## src/rtl/i2c_bus_clear_pkg.sv

```systemverilog
package i2c_bus_clear_pkg;
  typedef enum logic [2:0] {
    BC_IDLE,
    BC_LOW,
    BC_HIGH,
    BC_STOP_LOW,
    BC_STOP_SETUP
  } bc_state_e;

  localparam int unsigned WATCH_SDA = 0;
  localparam int unsigned WATCH_SCL = 1;
  localparam int unsigned WATCH_N   = 2;
endpackage

```

## src/rtl/bc_stuck_watch.sv

```systemverilog
module bc_stuck_watch #(
  parameter int unsigned CW = 16
) (
  input  logic          clk,
  input  logic          rst_n,
  input  logic          cond,
  input  logic [CW-1:0] limit,
  output logic          fire
);
  logic [CW-1:0] cnt;

  // Saturates at the limit so that one episode fires once.
  always_ff @(posedge clk or negedge rst_n) begin
    if (!rst_n)           cnt <= '0;
    else if (!cond)       cnt <= '0;
    else if (cnt < limit) cnt <= cnt + 1'b1;
  end

  assign fire = cond && (cnt == limit - 1'b1);
endmodule

```

## src/rtl/bc_phase_timer.sv

```systemverilog
module bc_phase_timer #(
  parameter int unsigned HW = 8
) (
  input  logic          clk,
  input  logic          rst_n,
  input  logic          run,
  input  logic [HW-1:0] half,
  output logic          tick
);
  logic [HW-1:0] cnt;

  assign tick = run && (cnt == half - 1'b1);

  always_ff @(posedge clk or negedge rst_n) begin
    if (!rst_n)            cnt <= '0;
    else if (!run || tick) cnt <= '0;
    else                   cnt <= cnt + 1'b1;
  end
endmodule

```

## src/rtl/i2c_bus_clear.sv

```systemverilog
module i2c_bus_clear
  import i2c_bus_clear_pkg::*;
#(
  parameter int unsigned TO_W         = 16,
  parameter int unsigned HP_W         = 8,
  parameter int unsigned SHORT_PULSES = 9,
  parameter int unsigned LONG_PULSES  = 18
) (
  input  logic            clk,
  input  logic            rst_n,
  input  logic            enable,
  input  logic            long_mode,
  input  logic            bus_idle,
  input  logic [TO_W-1:0] stuck_limit,
  input  logic [HP_W-1:0] half_period,
  input  logic            scl_in,
  input  logic            sda_in,
  output logic            scl_drive_low,
  output logic            sda_drive_low,
  output logic            busy,
  output logic            recovered,
  output logic            failed,
  output logic            scl_fault
);
  localparam int unsigned PC_W = $clog2(LONG_PULSES + 1);

  bc_state_e       state;
  logic [PC_W-1:0] pulses;
  logic [PC_W-1:0] pulses_nxt;
  logic [PC_W-1:0] pulse_max;
  logic            tick;
  logic            idle_q;
  logic [WATCH_N-1:0] watch_cond;
  logic [WATCH_N-1:0] watch_fire;

  assign idle_q = (state == BC_IDLE);
  assign watch_cond[WATCH_SDA] = idle_q && enable && bus_idle && scl_in && !sda_in;
  assign watch_cond[WATCH_SCL] = idle_q && enable && !scl_in;

  for (genvar g = 0; g < WATCH_N; g++) begin : g_watch
    bc_stuck_watch #(.CW(TO_W)) u_watch (
      .clk   (clk),
      .rst_n (rst_n),
      .cond  (watch_cond[g]),
      .limit (stuck_limit),
      .fire  (watch_fire[g])
    );
  end

  bc_phase_timer #(.HW(HP_W)) u_timer (
    .clk   (clk),
    .rst_n (rst_n),
    .run   (!idle_q),
    .half  (half_period),
    .tick  (tick)
  );

  assign pulse_max  = long_mode ? PC_W'(LONG_PULSES) : PC_W'(SHORT_PULSES);
  assign pulses_nxt = pulses + 1'b1;

  always_ff @(posedge clk or negedge rst_n) begin
    if (!rst_n) begin
      state     <= BC_IDLE;
      pulses    <= '0;
      recovered <= 1'b0;
      failed    <= 1'b0;
      scl_fault <= 1'b0;
    end else begin
      recovered <= 1'b0;
      failed    <= 1'b0;
      scl_fault <= watch_fire[WATCH_SCL];
      unique case (state)
        BC_IDLE: if (watch_fire[WATCH_SDA]) begin
          state  <= BC_LOW;
          pulses <= '0;
        end
        BC_LOW: if (tick) state <= BC_HIGH;
        BC_HIGH: if (tick) begin
          pulses <= pulses_nxt;
          if (sda_in)                       state <= BC_STOP_LOW;
          else if (pulses_nxt >= pulse_max) begin
            state  <= BC_IDLE;
            failed <= 1'b1;
          end else                          state <= BC_LOW;
        end
        BC_STOP_LOW: if (tick) state <= BC_STOP_SETUP;
        BC_STOP_SETUP: if (tick) begin
          state     <= BC_IDLE;
          recovered <= 1'b1;
        end
        default: state <= BC_IDLE;
      endcase
    end
  end

  assign busy          = !idle_q;
  assign scl_drive_low = (state == BC_LOW) || (state == BC_STOP_LOW);
  assign sda_drive_low = (state == BC_STOP_LOW) || (state == BC_STOP_SETUP);
endmodule

```

## config.mk

```make
export PLATFORM = sky130hd
export DESIGN_NAME = i2c_bus_clear
export DESIGN_NICKNAME = d
export VERILOG_FILES = /design/src/rtl/i2c_bus_clear_pkg.sv /design/src/rtl/bc_stuck_watch.sv /design/src/rtl/bc_phase_timer.sv /design/src/rtl/i2c_bus_clear.sv
export SDC_FILE = /design/constraint.sdc
export NUM_CORES = 1
export LEC_CHECK = 0
export BUFFER_PORTS_ARGS = -buffer_cell sky130_fd_sc_hd__buf_2
export CORE_ASPECT_RATIO = 0.5
export CORE_UTILIZATION = 46
export CTS_BUF_LIST = sky130_fd_sc_hd__clkbuf_4 sky130_fd_sc_hd__clkbuf_8
export CTS_CLUSTER_DIAMETER = 50
export DETAILED_ROUTE_END_ITERATION = 16
export PLACE_DENSITY_LB_ADDON = 0.05
export REMOVE_ABC_BUFFERS = 1
export SLEW_MARGIN = 20
export SYNTH_ARGS = -nofsm -noshare
export SYNTH_HDL_FRONTEND = slang
export SYNTH_HIERARCHICAL = 1
export SYNTH_SLANG_ARGS = --single-unit
export TNS_END_PERCENT = 1
```

## constraint.sdc

```tcl
create_clock -name clk -period 7.2 [get_ports clk]
set_clock_uncertainty 0.1 [all_clocks]
set_input_delay 0.36 -clock clk [delete_from_list [all_inputs] [get_ports clk]]
set_output_delay 0.36 -clock clk [all_outputs]
set_load 0.1 [all_outputs]
```

* After elaboration in Yosys (flattened, before gate mapping)
Cells that the tools add are included.
Storage, ports and cells: word-level logic and storage cells 72, bits in registers 51, output and inout bits 6
Cells by class: mux-type cells 23, magnitude comparators 3, equal/unequal tests 14, add/sub/neg operators 6, reductions and logical operators 18
Operators by type and width (number):
- 16-bit 2-to-1 mux | 4
- 16-bit by 1-bit adder with 16-bit output (second input constant) | 2
- 16-bit == test | 2
- 16-bit less-than comparator | 2
- 16-bit by 1-bit subtractor with 16-bit output (second input constant) | 1
- 3-bit 2-to-1 mux | 5
- 5-bit 2-to-1 mux | 3
- 3-bit one-hot mux with 5 select lines | 1
- 2-bit by 1-bit inequality test with 1-bit output (second input constant) | 5
- 5-bit one-hot mux with 2 select lines | 1
- 8-bit by 1-bit adder with 8-bit output (second input constant) | 1
- 8-bit == test | 1
- 1-bit logical AND | 8
- 8-bit 2-to-1 mux | 1
- 8-bit by 1-bit subtractor with 8-bit output (second input constant) | 1
- 1-bit 2-to-1 mux | 7
- 3-bit by 2-bit == test with 1-bit output (second input constant) | 2
- 5-bit by 1-bit adder with 5-bit output (second input constant) | 1
- 5-bit >= comparator | 1
- 5-bit AND reduction | 1
- 2-bit inequality test (second input constant) | 2
- 3-bit by 1-bit == test with 1-bit output (second input constant) | 1
- 3-bit == test (second input constant) | 1
- 1-bit zero test | 3
- 5 further kinds | 7

* Depth between registers and ports, before layout
Gate-level depths: netlist (run 1).
depth in word-level cells 8, gate-level depth with buffers 12

* Modules after synthesis
The synthesis (run 1) kept the hierarchy.
Modules (own cells, without submodules):
- bc_stuck_watch | cells an instance 233, area an instance 1835.5 um^2, instances 2
- bc_phase_timer | cells an instance 77, area an instance 701.9 um^2, instances 1
- i2c_bus_clear | cells an instance 66, area an instance 645.6 um^2, instances 1

* Worst setup path after synthesis (run 1)
Ideal clock, no wire load.
path kind reg-to-reg, from register state[2], to register pulses[2], data required time 6976 ps, buffers on the path 1, cell stages (with the launch flop) 13, period minus slack after synthesis 3373 ps, arrival 3149 ps, setup slack 3827 ps, cell sequence dfrtp_1 -> buf_2 -> nand3b_1 -> nor3_1 -> inv_2 -> or4_1 -> a2111oi_0 -> o221ai_1 -> nor4_1 -> nand2b_1 -> a211o_1 -> o21ai_1 -> o21ai_1
Between the ends: cells in the longest elaborated chain, start to end 8, elaborated cells on any way between the ends 14
RTL lines:
- from (decl) | RTL line i2c_bus_clear.sv:27 | bc_state_e state;
- from (signal assigned) | RTL line i2c_bus_clear.sv:63 | state <= BC_IDLE;
- from (signal assigned) | RTL line i2c_bus_clear.sv:74 | state <= BC_LOW;
- from (signal assigned) | RTL line i2c_bus_clear.sv:77 | BC_LOW: if (tick) state <= BC_HIGH;
- 3-bit zero test | RTL line i2c_bus_clear.sv:36 | assign idle_q = (state == BC_IDLE);
- 1-bit logical AND (4 in series) | RTL line i2c_bus_clear.sv:37 | assign watch_cond[WATCH_SDA] = idle_q && enable && bus_idle && scl_in && !sda_in;
- named net watch_cond[0] | RTL line i2c_bus_clear.sv:33 | logic [WATCH_N-1:0] watch_cond;
- 1-bit logical AND | RTL line bc_stuck_watch.sv:19 | assign fire = cond && (cnt == limit - 1'b1);
- named net watch_fire[0] | RTL line i2c_bus_clear.sv:34 | logic [WATCH_N-1:0] watch_fire;
- 2-bit by 1-bit inequality test with 1-bit output (no source line)
- 3-bit AND reduction (no source line)
- to (signal assigned) | RTL line i2c_bus_clear.sv:79 | pulses <= pulses_nxt;
- to (decl) | RTL line i2c_bus_clear.sv:28 | logic [PC_W-1:0] pulses;
The timed path passes the listed nets, and every way through them passes these cells. A chain may end at the register's enable or synchronous reset.

* Worst setup path in the final report (run 1)
from register state[0], to register pulses[2]
The elaborated chain is that of the path after synthesis.

==> results.sh, run 1 <==
export IMPL_seqPwrFrac=0.495
export IMPL_ant_nets=0
export IMPL_ios=37
export IMPL_num_rows=26
export IMPL_num_vias=4513
export IMPL_cp_required_ps=7320
export IMPL_seq_area_frac_synth=0.2543
export IMPL_drt_iter0_markers=293
export IMPL_finalMaxSlewViolations=0
export IMPL_drt_wl_total_um=12030
export IMPL_cts_sinks=51
export IMPL_crit_arrival_ps=4450
export IMPL_grt_pass1_wl_um=19910
export IMPL_syn_avg_cell_area_um2=8.241
export IMPL_synth_simple_gate_area_share=0.2615
export IMPL_grt_overflow_total=0
export IMPL_synthXorXnorAreaFrac=0.1042
export IMPL_final_util=0.5186
export IMPL_die_h_um=75.86
export IMPL_die_area_mm2=0.01136
export IMPL_dp_hpwl_um=8887
export IMPL_syn_inst=609
export IMPL_ys_flop_type="dfrtp_1"
export IMPL_critPathLaunchType="flip-flop"
export IMPL_cts_resized=0
export IMPL_routedWlPerCell_um=15.50
export IMPL_postCtsSetupBuffers=0
export IMPL_syn_to_final_growth_pct=7.579
export IMPL_hp_class="in2async"
export IMPL_die_width_um=149.7
export IMPL_ys_warnings_count=6
export IMPL_pre_cts_ws_ps=2882
export IMPL_drv_cap=0
export IMPL_antenna_found_initial=0
export IMPL_hold_viol_final=0
export IMPL_htree_levels=2
export IMPL_antenna_cells=0
export IMPL_hold_buffers=0
export IMPL_synth_seq_cells=51
export IMPL_port_buffers=36
export IMPL_combPwrFrac=0.169
export IMPL_async_flop_share=1.000
export IMPL_coreArea_mm2=0.01041
export IMPL_setup_ws_ps=2874
export IMPL_synth_top_family_by_area="simple AND/OR/NAND/NOR gates"
export IMPL_muxShareOfSynthArea=0.04213
export IMPL_status="finished, final reports clean"
export IMPL_synth_cell_types=61
export IMPL_worst_pin_slew_ps=870.6
export IMPL_critical_path_startpoint="state[0]$_DFFE_PN0P_"
export IMPL_ir_worst_vdd_mv=0.07207
export IMPL_rr_startpoint="state[0]$_DFFE_PN0P_"
export IMPL_viasPerCell=5.816
export IMPL_root_buffer="clkbuf_8"
export IMPL_end_kind="flip-flop"
export IMPL_sw_frac_of_total=0.3092
export IMPL_post_route_period_util=0.6009
export IMPL_criticalPathCategory="reg2reg"
export IMPL_drc=0
export IMPL_synth_edf_count=0
export IMPL_grt_usage=0.2238
export IMPL_grt_max_degree=52
export IMPL_synth_area_mm2=0.005019
export IMPL_setup_viol=0
export IMPL_fin_tns_setup_ps=0
export IMPL_synthAdderAreaFrac=0.1072
export IMPL_insertion_delay_ps=340
export IMPL_crit_fanout=15
export IMPL_drive_gt1_frac=0.1085
export IMPL_tritoncts="yes"
export IMPL_cts_made_buffers=5
export IMPL_switchingPower_mw=0.1800
export IMPL_fmax_ghz=0.2311
export IMPL_fin_nets=709
export IMPL_first_global_vias=4110
export IMPL_rsz0062_at_grt="no"
export IMPL_p_clk_frac=0.337
export IMPL_drt_pass1_iterations=5
export IMPL_gp_congestion=0.8438
export IMPL_n_fill_cell=1003
export IMPL_clkSlewWorstSetupHoldPaths_ps=100
export IMPL_synth_compound_area_frac=0.1768
export IMPL_initial_core_util=0.4821
export IMPL_cts_path_max_buffers=2
export IMPL_p_int_mw=0.4023
export IMPL_p_per_area_mw_per_mm2=107.9
export IMPL_relSlewSlack=0.4165
export IMPL_fin_crit_ps=4326
export IMPL_p_leak_nw=2.358
[cells in the mapped netlist (3+ instances only)]
library cell,instances,area share
or2_2,3,0.0037
inv_1,44,0.033
nand2b_1,16,0.020
o211ai_1,4,0.0060
inv_2,3,0.0022
a22o_1,3,0.0052
or3_1,6,0.0075
buf_2,5,0.0050
o31ai_1,18,0.027
xor2_1,16,0.028
clkbuf_1,10,0.0075
nand3b_1,5,0.0075
nand4_1,16,0.020
nor3_1,17,0.017
nor2_1,27,0.020
dfrtp_1,51,0.25
nand3_1,20,0.020
o21ai_1,3,0.0030
xnor2_1,40,0.070
a21oi_1,46,0.046
or4_1,20,0.030
mux2i_1,20,0.040
o21a_1,9,0.013
a41oi_1,4,0.0070
and3_1,11,0.014
a211oi_1,4,0.0060
ha_1,43,0.11
o21ai_0,14,0.014
nor4_1,13,0.016
nand2_1,72,0.054
a211o_1,3,0.0052
[flip-flops by register name (all words and copies together), names as in the netlist]
name                 count
g_watch.u_watch/cnt     32
u_timer/cnt              8
state                    3
pulses                   5
scl_fault                1
recovered                1
failed                   1
[power by group through the flow]
stage                     logic, mW  clock network (mW)  registers, mW
final                        0.0981               0.196          0.288
after global routing          0.112               0.212          0.288
after CTS                    0.0990               0.202          0.288
after detailed placement     0.0984                   0          0.294
after global placement       0.0981                   0          0.294
after floorplan              0.0571                   0          0.293
[path summary, 6_finish.rpt]
check	end	slack, ps	depth (start not counted)
worst max-delay path	pulses[2]$_DFFE_PN0P_	2870	12
worst min-delay path	u_timer/cnt[4]$_DFF_PN0_	50	2
worst max register to register	pulses[2]$_DFFE_PN0P_	2870	12
worst min register to register	pulses[4]$_DFFE_PN0P_	430	1
max in group asynchronous	g_watch[1].u_watch/cnt[7]$_DFFE_PN0P_	6480	2
min in group clk	u_timer/cnt[7]$_DFF_PN0_	340	3
[layout make-up]
class,instances,area [um^2],area share
timing repair buffer,38,195.2,0.03615
sequential,51,1276,0.2364
clock inverter,2,16.27,0.003013
clock buffer,6,82.58,0.01530
inverter,47,176.4,0.03268
tap,140,175.2,0.03244
multi-input combinational,492,3477,0.6440
[placed cells by master, fill, tap and decap left out, drive strengths merged, types with 3 or more instances in the layout]
| cell | n |
|---|---|
| mux2i | 20 |
| o31ai | 18 |
| clkbuf | 6 |
| dfrtp | 51 |
| nand2b | 16 |
| a21oi | 46 |
| or4 | 20 |
| nand3 | 21 |
| a41oi | 4 |
| a22o | 3 |
| o21a | 9 |
| nand2 | 73 |
| a211o | 3 |
| nor3 | 19 |
| a211oi | 5 |
| and3 | 11 |
| nand3b | 5 |
| or3 | 7 |
| or2 | 3 |
| xnor2 | 42 |
| nor4b | 4 |
| ha | 43 |
| nand4 | 16 |
| xor2 | 16 |
| o211ai | 4 |
| nor4 | 14 |
| a2111oi | 3 |
| o21ai | 17 |
| inv | 47 |
| nor2 | 27 |
| buf | 38 |
[cell families after synthesis]
group / after synthesis
simple gates: 241
compound gates: 129
buf+inv: 66
xor+xnor: 58
flops: 51
fa+ha+maj: 43
mux: 21
[worst max-delay path: stages (launching register included)]
cell and delay, ps:
dfrtp_1 490, nor2_1 200, nand3b_1 130, nor3_2 720, inv_2 260, or4_1 580, a2111oi_0 340, o221ai_1 190
nor4_1 480, nand2b_1 120, a211o_1 380, o21ai_1 140, o21ai_1 70
[stage by stage]
stage | area, um^2 | total power [mW] | cells | hold slack, ps
finish | 5399 | 0.5823 | 776 | 51.62
global route | 5399 | 0.6122 | 776 | 112.2
CTS | 5399 | 0.5892 | 776 | 73.99
detailed placement | 5300 | 0.3920 | 768 | 403.0
global placement | 5300 | 0.3918 | 768 | 409.8
floorplan | 4925 | 0.3505 | 590 | -35.59
[layer usage]
metal  track usage  part of all wire  vias to the layer above  wire length, um
met5             0                 0                        -                0
met4       0.05499            0.0089                        0              107
met3       0.03593             0.047                       10              566
met2        0.3693              0.44                       95             5262
met1        0.3100              0.51                     2131             6094
li1              -                 -                     2277                -
No activity file was read; power rests on OpenSTA's default activity.
==> run 2: changes to the inputs <==
clock period = 4.2 ns   (was 7.2 ns; I/O delays follow)
==> run 2 against run 1 <==
Setup slack lost 2500 ps. Cell area grew 0.30%. Worst hold slack gained 150 ps. Maximum frequency grew 13%. Critical path depth is the same. Non-clock buffer count grew 4. Critical endpoint unchanged.
==> results.sh, run 2 (same netlist as run 1, synthesis figures left out) <==
export IMPL_layout_commonest_cell="nand2_1"
export IMPL_finalMaxSlewViolations=0
export IMPL_antenna_found_initial=0
export IMPL_rr_startpoint="state[0]$_DFFE_PN0P_"
export IMPL_grt_usage=0.2203
export IMPL_drv_cap=0
export IMPL_fin_nets=713
export IMPL_regToRegSetupSlack_ps=370
export IMPL_drt_wl_total_um=12320
export IMPL_num_rows=26
export IMPL_rsz0062_at_grt="no"
export IMPL_final_cell_mix="nand2_1, dfrtp_1, a21oi_1"
export IMPL_final_util=0.5202
export IMPL_post_route_period_util=0.9120
export IMPL_drt_pass1_iterations=5
export IMPL_antenna_cells=0
export IMPL_relSlewSlack=0.5814
export IMPL_ant_nets=0
export IMPL_grt_max_degree=29
export IMPL_cp_required_ps=4310
export IMPL_first_global_vias=4037
export IMPL_gp_congestion=0.8124
export IMPL_p_leak_nw=2.375
export IMPL_n_fill_cell=1020
export IMPL_r2r_cells=12
export IMPL_die_h_um=75.86
export IMPL_fmax_ghz=0.2611
export IMPL_drt_iter0_markers=253
export IMPL_critical_path_startpoint="state[0]$_DFFE_PN0P_"
export IMPL_cts_sinks=51
export IMPL_drc=0
export IMPL_p_per_area_mw_per_mm2=179.3
export IMPL_htree_levels=2
export IMPL_fin_crit_ps=3831
export IMPL_ios=37
export IMPL_initial_core_util=0.4821
export IMPL_port_buffers=36
export IMPL_reg_top3="g_watch.u_watch/cnt (32), u_timer/cnt (8), pulses (5)"
export IMPL_status="finished, final reports clean"
export IMPL_viasPerCell=5.721
export IMPL_crit_arrival_ps=3940
export IMPL_ir_worst_vdd_mv=0.1210
export IMPL_routedWlPerCell_um=15.81
export IMPL_die_area_mm2=0.01136
export IMPL_num_vias=4457
export IMPL_tritoncts="yes"
export IMPL_drive_gt1_frac=0.1111
export IMPL_cts_made_buffers=5
export IMPL_root_buffer="clkbuf_8"
export IMPL_cts_resized=0
export IMPL_fin_tns_setup_ps=0
export IMPL_clkSlewWorstSetupHoldPaths_ps=100
export IMPL_top_register="g_watch.u_watch/cnt"
export IMPL_crit_fanout=10
export IMPL_hp_class="in2reg"
export IMPL_syn_to_final_growth_pct=7.903
export IMPL_hold_viol_final=0
export IMPL_criticalPathCategory="reg2reg"
export IMPL_insertion_delay_ps=320
export IMPL_critPathLaunchType="flip-flop"
export IMPL_setup_viol=0
export IMPL_endpoint="pulses[2]$_DFFE_PN0P_"
export IMPL_grt_overflow_total=0
export IMPL_postCtsSetupBuffers=0
export IMPL_regToRegEndpoint="pulses[2]$_DFFE_PN0P_"
export IMPL_end_kind="flip-flop"
export IMPL_die_width_um=149.7
export IMPL_largest_reg_flops=32
export IMPL_fin_total_pwr_mw=0.9711
export IMPL_grt_pass1_wl_um=19550
export IMPL_coreArea_mm2=0.01041
export IMPL_cts_path_max_buffers=2
export IMPL_dp_hpwl_um=9192
export IMPL_worst_pin_slew_ps=612.1
run 2: how the worst min path moves through the flow:
| stage | startpoint | end | slack (ps) | cells past startpoint |
|---|---|---|---|---|
| floorplan | rst_n | failed$_DFF_PN0_ | -190 | 0 |
| global placement | rst_n | u_timer/cnt[6]$_DFF_PN0_ | 170 | 1 |
| detailed placement | rst_n | u_timer/cnt[6]$_DFF_PN0_ | 160 | 1 |
| CTS | half_period[6] | u_timer/cnt[6]$_DFF_PN0_ | 190 | 3 |
| global route | half_period[6] | u_timer/cnt[1]$_DFF_PN0_ | 200 | 3 |
| finish | half_period[6] | u_timer/cnt[7]$_DFF_PN0_ | 200 | 3 |
run 2: metrics by stage:
stage / setup WS [ps] / hold WS [ps] / cells / cell area, um^2
after detailed placement: 417.5 / 163.0 / 771 / 5323
after floorplan: 370.9 / -185.6 / 590 / 4925
after CTS: 400.7 / 193.4 / 779 / 5415
final: 369.4 / 199.8 / 779 / 5415
after global placement: 476.9 / 167.5 / 771 / 5323
after global routing: 70.45 / 203.6 / 779 / 5415
run 2: routing by layer:
metal | part of all wire | wire [um] | vias to the layer above | track usage
li1 | - | - | 2289 | -
met1 | 0.49 | 6075 | 2089 | 0.2910
met2 | 0.46 | 5677 | 71 | 0.3879
met3 | 0.038 | 470 | 8 | 0.03653
met4 | 0.0075 | 92 | 0 | 0.04153
met5 | 0 | 0 | - | 0
run 2: cell type report:
cell class,instances,area (um^2),area share
clock buffer,5,68.82,0.01271
sequential,51,1276,0.2357
tap,140,175.2,0.03235
timing repair buffer,42,227.7,0.04205
clock inverter,2,13.76,0.002542
inverter,47,176.4,0.03258
multi-input combinational,492,3477,0.6421
run 2: power breakdown:
part           internal [mW]  total (mW)  leakage (nW)  switching [mW]
Combinational         0.0636       0.172          1.62           0.108
Sequential             0.492       0.494         0.712         0.00188
Clock                  0.115       0.305        0.0440           0.190
Total                  0.670       0.971          2.38           0.301
run 2: repair_timing:
action                                  4_1_cts  5_1_grt
endpoints found under the hold margin        23        0
endpoints found under the setup margin        0        0
hold buffers                                  1        0
run 2: worst max-delay path: stages (launching register included):
cell and delay [ps]:
dfrtp_1 480, nor2_1 200, nand3b_1 130, nor3_2 260
inv_2 160, or4_1 520, a2111oi_0 420, o221ai_1 210
nor4_1 500, nand2b_1 130, a211o_1 390, o21ai_1 150
o21ai_1 70
